### src/rtl/plat_rst_pkg.sv
package plat_rst_pkg;
    localparam int MIN_CYC_DEF  = 200000;
    localparam int FILT_RTC_DEF = 3;
    localparam int SYNC_DEF     = 2;
    localparam int IDX_CORE     = 0;
    localparam int IDX_VREG     = 1;
    localparam int IDX_RTC      = 2;
    localparam int NUM_ASYNC    = 3;
endpackage

### src/rtl/plat_rst_sync.sv
module plat_rst_sync #(
    parameter int WIDTH  = 3,
    parameter int STAGES = 2
) (
    input  logic             clk_i,
    input  logic             rst_ni,
    input  logic [WIDTH-1:0] async_i,
    output logic [WIDTH-1:0] sync_o
);
    typedef struct packed {
        logic [STAGES-1:0][WIDTH-1:0] chain;
    } sync_st_t;

    sync_st_t st_d, st_q;

    always_comb begin
        st_d = st_q;
        st_d.chain[0] = async_i;
        for (int s = 1; s < STAGES; s++) begin
            st_d.chain[s] = st_q.chain[s-1];
        end
    end

    always_ff @(posedge clk_i or negedge rst_ni) begin
        if (!rst_ni) st_q <= '0;
        else         st_q <= st_d;
    end

    assign sync_o = st_q.chain[STAGES-1];
endmodule

### src/rtl/plat_rst_drop_filter.sv
module plat_rst_drop_filter #(
    parameter int FILT_RTC = 3
) (
    input  logic clk_i,
    input  logic rst_ni,
    input  logic pg_ok_i,
    input  logic rtc_rise_i,
    output logic drop_o
);
    localparam int CNT_W = $clog2(FILT_RTC + 1);
    localparam logic [CNT_W-1:0] CNT_LAST = CNT_W'(FILT_RTC - 1);
    localparam logic [CNT_W-1:0] CNT_FULL = CNT_W'(FILT_RTC);

    typedef struct packed {
        logic [CNT_W-1:0] low_edges;
    } filt_st_t;

    filt_st_t st_d, st_q;

    always_comb begin
        st_d   = st_q;
        drop_o = 1'b0;
        if (pg_ok_i) begin
            st_d.low_edges = '0;
        end else if (rtc_rise_i && st_q.low_edges != CNT_FULL) begin
            st_d.low_edges = st_q.low_edges + 1'b1;
            drop_o = (st_q.low_edges == CNT_LAST);
        end
    end

    always_ff @(posedge clk_i or negedge rst_ni) begin
        if (!rst_ni) st_q <= '0;
        else         st_q <= st_d;
    end
endmodule

### src/rtl/plat_rst_pulse_timer.sv
module plat_rst_pulse_timer #(
    parameter int MIN_CYC = 200000
) (
    input  logic clk_i,
    input  logic rst_ni,
    input  logic start_i,
    output logic active_nxt_o
);
    localparam int CNT_W = $clog2(MIN_CYC + 1);
    localparam logic [CNT_W-1:0] CNT_LOAD = CNT_W'(MIN_CYC);

    typedef struct packed {
        logic [CNT_W-1:0] remain;
    } tmr_st_t;

    tmr_st_t st_d, st_q;

    always_comb begin
        st_d = st_q;
        if (start_i)                 st_d.remain = CNT_LOAD;
        else if (st_q.remain != '0)  st_d.remain = st_q.remain - 1'b1;
        active_nxt_o = (st_d.remain != '0);
    end

    always_ff @(posedge clk_i or negedge rst_ni) begin
        if (!rst_ni) st_q <= '0;
        else         st_q <= st_d;
    end
endmodule

### src/rtl/plat_rst_gen.sv
module plat_rst_gen #(
    parameter int MIN_CYC  = plat_rst_pkg::MIN_CYC_DEF,
    parameter int FILT_RTC = plat_rst_pkg::FILT_RTC_DEF,
    parameter int SYNC_STG = plat_rst_pkg::SYNC_DEF
) (
    input  logic clk_i,
    input  logic rst_ni,
    input  logic rtc_clk_i,
    input  logic core_pg_i,
    input  logic vreg_pg_i,
    input  logic sw_rst_req_i,
    output logic plat_rst_no
);
    import plat_rst_pkg::*;

    localparam int HOLD_W = (MIN_CYC > 2) ? $clog2(MIN_CYC) : 1;
    localparam logic [HOLD_W-1:0] HOLD_LAST = HOLD_W'(MIN_CYC - 1);

    typedef struct packed {
        logic              pwr_lost;
        logic [HOLD_W-1:0] hold;
        logic              rtc_prev;
        logic              rst_n;
    } gen_st_t;

    localparam gen_st_t GEN_RESET = '{pwr_lost: 1'b1, hold: '0, rtc_prev: 1'b0, rst_n: 1'b0};

    gen_st_t st_d, st_q;

    logic [NUM_ASYNC-1:0] async_raw, async_s;
    logic pg_ok_s, rtc_rise, drop, sw_active_nxt;

    assign async_raw[IDX_CORE] = core_pg_i;
    assign async_raw[IDX_VREG] = vreg_pg_i;
    assign async_raw[IDX_RTC]  = rtc_clk_i;

    plat_rst_sync #(.WIDTH(NUM_ASYNC), .STAGES(SYNC_STG)) u_sync (
        .clk_i   (clk_i),
        .rst_ni  (rst_ni),
        .async_i (async_raw),
        .sync_o  (async_s)
    );

    assign pg_ok_s  = async_s[IDX_CORE] & async_s[IDX_VREG];
    assign rtc_rise = async_s[IDX_RTC] & ~st_q.rtc_prev;

    plat_rst_drop_filter #(.FILT_RTC(FILT_RTC)) u_filter (
        .clk_i      (clk_i),
        .rst_ni     (rst_ni),
        .pg_ok_i    (pg_ok_s),
        .rtc_rise_i (rtc_rise),
        .drop_o     (drop)
    );

    plat_rst_pulse_timer #(.MIN_CYC(MIN_CYC)) u_timer (
        .clk_i        (clk_i),
        .rst_ni       (rst_ni),
        .start_i      (sw_rst_req_i),
        .active_nxt_o (sw_active_nxt)
    );

    always_comb begin
        st_d = st_q;
        st_d.rtc_prev = async_s[IDX_RTC];
        if (drop) begin
            st_d.pwr_lost = 1'b1;
            st_d.hold     = '0;
        end else if (st_q.pwr_lost) begin
            if (!pg_ok_s) begin
                st_d.hold = '0;
            end else if (st_q.hold == HOLD_LAST) begin
                st_d.pwr_lost = 1'b0;
                st_d.hold     = '0;
            end else begin
                st_d.hold = st_q.hold + 1'b1;
            end
        end
        st_d.rst_n = !(st_d.pwr_lost || sw_active_nxt);
    end

    always_ff @(posedge clk_i or negedge rst_ni) begin
        if (!rst_ni) st_q <= GEN_RESET;
        else         st_q <= st_d;
    end

    assign plat_rst_no = st_q.rst_n;
endmodule

### config.mk
export PLATFORM = sky130hd
export DESIGN_NAME = plat_rst_gen
export DESIGN_NICKNAME = d
export VERILOG_FILES = /design/src/rtl/plat_rst_pkg.sv /design/src/rtl/plat_rst_sync.sv /design/src/rtl/plat_rst_drop_filter.sv /design/src/rtl/plat_rst_pulse_timer.sv /design/src/rtl/plat_rst_gen.sv
export SDC_FILE = /design/constraint.sdc
export NUM_CORES = 1
export LEC_CHECK = 0
export BUFFER_PORTS_ARGS = -buffer_cell sky130_fd_sc_hd__buf_2
export CAP_MARGIN = 30
export CORE_UTILIZATION = 55
export DETAILED_ROUTE_END_ITERATION = 7
export GPL_ROUTABILITY_DRIVEN = 0
export PLACE_DENSITY_LB_ADDON = 0.25
export SLEW_MARGIN = 10
export SYNTH_ARGS = -nofsm -noshare
export SYNTH_HDL_FRONTEND = slang
export SYNTH_SLANG_ARGS = --single-unit
### constraint.sdc
create_clock -name clk_i -period 2.4 [get_ports clk_i]
set_input_delay 0.48 -clock clk_i [delete_from_list [all_inputs] [get_ports clk_i]]
set_output_delay 0.48 -clock clk_i [all_outputs]
set_load 0.02 [all_outputs]
==> qor.csv <==
stage;metric;value;unit
outcome;status;completed;
cts;CTS Buf Count;5;
critical_path;Worst Path Required;2.62;ns
cts;CTS Root Cell;clkbuf_8;
place;placed insts;330;
route;drt drc;0;
route;via count;2095;
logic_synthesis;Async S/R FF share, synth;100;%
logic_synthesis;synthesized area per cell;9.62;um^2
layout;Design Area, Final;2890;um^2
logic_synthesis;register area share after synthesis;47.4;%
global_route;GRT busiest layer;met2;
logic_synthesis;Cells after Synth;258;
sta;setup violators final;0;
global_route;first-pass GRT wire length;9.23;mm
layout;Syn-to-layout area delta;16.5;%
global_route;gr usage total;24.2;%
global_route;met2 GRT Util;36.4;%
route;Post-Route WL;5.41;mm
cts;# hold bufs at CTS;0;
cts;clock slew seen by the registers of the worst setup and hold paths;0.10;ns
critical_path;Crit Path Category;flip-flop to flip-flop;
layout;most frequent cells in the layout;dfrtp_1, nor2_1, buf_4, nand2_1, o21ai_0;
critical_path;crit start category;flip-flop;
critical_path;R2R Setup Slk;0.09;ns
logic_synthesis;syn nets;268;
job;max-cap violations;0;
power;Pwr Density;651;nW/um^2
floorplan;row cnt;24;
critical_path;RR Startpoint;u_timer.st_q[4];
critical_path;crit-path max FO;4;
cts;Worst-Skew Late Latency;0.31;ns
global_route;initial antenna violation count;0;
global_route;largest net degree at the start of global routing;31;
sta;Final Hold Viols;0;
sta;clock period minus worst slack;2.31;ns
global_route;met3 Usage GRT;5.52;%
global_route;met1 Track Usage GR;35.2;%
power;Power, Total;1.88;mW
logic_synthesis;Post-synth EDFFs;0;
sta;Clock Skew;0.0101;ns
logic_synthesis;Post-Syn Area;2480;um^2
route;DRT antenna net count;0;
sta;Slew Limit Headroom;66.2;%
logic_synthesis;ys flop type;dfrtp_1;
layout;fin cells;339;
power;largest vdd supply drop;0.000279;V
route;routed vias/inst;6.18;
floorplan;die height;69.2;um
logic_synthesis;YS warnings;0;
floorplan;die area;4790;um^2
floorplan;Ports;7;
sta;fin crit share;96.1;%
logic_synthesis;Yosys cell types;52;
layout;most common cell after layout, fill and taps aside;dfrtp_1;
place;DP HPWL;3.77;mm
power;Leak Pwr;1.26;nW
sta;Worst Tran Pin Value;0.506;ns
route;Routed wire per std cell;15.9;um
critical_path;Worst EP arrival;2.53;ns
route;DR pass1 iterations;4;
sta;max-slew violations;0;
floorplan;initial cell density of the core;57.0;%
layout;share of layout cells above drive strength 1;21.3;%
critical_path;CP Capture Type;flip-flop;
layout;Final Net Count;296;
sta;fmax;433;MHz
place;dpl cell area;2710;um^2
floorplan;die width;69.2;um
floorplan;core box area;4350;um^2
cts;CTS tree;built;
cts;CTS H-tree depth;2;
route;initial drt markers;165;
place;# port buffers;6;
critical_path;Critical Path Start;u_timer.st_q[4];
logic_synthesis;synthesized flop and latch total;47;
cts;TritonCTS Sinks;47;
global_route;global route overflow;0;
cts;CTS max path bufs;2;
min_path;worst min path class;primary input to async pin;
sta;Sum Neg Setup Slack;0;ns
global_route;vias in the first global route;1987;
layout;ANT cells;0;
sequential cells by signal, indices dropped and copies added (netlist names):
| signal | cells |
|---|---|
| plat_rst_no | 1 |
| st_q | 20 |
| u_filter.st_q | 2 |
| u_sync.st_d | 3 |
| u_sync.sync_o | 3 |
| u_timer.st_q | 18 |
cell type report:
| cell class | count | area [um^2] |
|---|---|---|
| well taps | 52 | 65.1 |
| inverters | 11 | 41.3 |
| clock inverters | 3 | 47.5 |
| repair buffers | 32 | 238 |
| multi-input cells | 189 | 1250 |
| flip-flops and latches | 47 | 1180 |
| clock buffers | 5 | 68.8 |
| fillers | 347 | 1460 |
cells in the mapped netlist, drive strengths merged, types with 6 or more instances:
master | n | area, um^2
nor3 | 7 | 40.0
nor2 | 27 | 109
o41ai | 6 | 60.1
nand2 | 24 | 97.6
inv | 11 | 41.3
a21oi | 8 | 40.0
nand3 | 13 | 65.1
clkbuf | 6 | 22.5
dfrtp | 46 | 1150
o31ai | 8 | 60.1
o21ai | 25 | 125
nor4 | 9 | 75.1
worst max-delay path, stage by stage (launching register included):
cell	delay, ns
dfrtp_1	0.42
or4_1	0.62
nor3_4	0.26
buf_4	0.17
nand3_1	0.13
xor2_2	0.22
nand4bb_1	0.15
nor4_2	0.26
per-stage QoR:
| step | hold slack (ns) | worst slack (ns) | utilization, % |
|---|---|---|---|
| floorplan | 0.184 | 0.0826 | - |
| global placement | 0.344 | 0.0708 | 62.2 |
| detailed placement | 0.336 | 0.0437 | 62.2 |
| CTS | 0.112 | 0.0246 | 64.9 |
| global route | 0.121 | -0.00716 | 66.4 |
| finish | 0.102 | 0.0929 | 66.4 |
layer usage:
layer | wire length, um | up-vias | share of wire, %
li1 | - | 1000 | -
met1 | 2560 | 1037 | 47
met2 | 2530 | 56 | 47
met3 | 296 | 2 | 5.5
met4 | 22 | 0 | 0.41
met5 | 0 | - | 0
final timing paths:
kind                                    endpoint  cells after the start
worst max-delay path                 plat_rst_no                      7
worst max register to register       plat_rst_no                      7
min in group clk_i                u_sync.st_d[5]                      1
worst min register to register  u_sync.sync_o[1]                      0
max in group asynchronous                st_q[5]                      2
worst min-delay path                 plat_rst_no                      1
power by group:
group          total, mW  internal [mW]  leakage (nW)  switching [mW]
combinational      0.382          0.153         0.601           0.229
clock              0.602          0.316        0.0587           0.286
sequential         0.900          0.851         0.598          0.0487
cells by family after synthesis:
logic type	count (synthesis)	share of synthesized area, %
muxes	2	0.857
DFF	47	47.4
AOI/OAI and AO/OA	63	16.8
xor gates and xnor gates	10	3.53
and+or+nand+nor	110	24.9
adders and majority gates	4	2.02
buffers and inverters	22	4.44
what timing repair did:
item,in CTS,in global routing
setup endpoints to repair,0,1
buffers inserted,0,1
resized for setup,0,8
hold endpoints to repair,0,0
(Power assumes the default switching activity.)
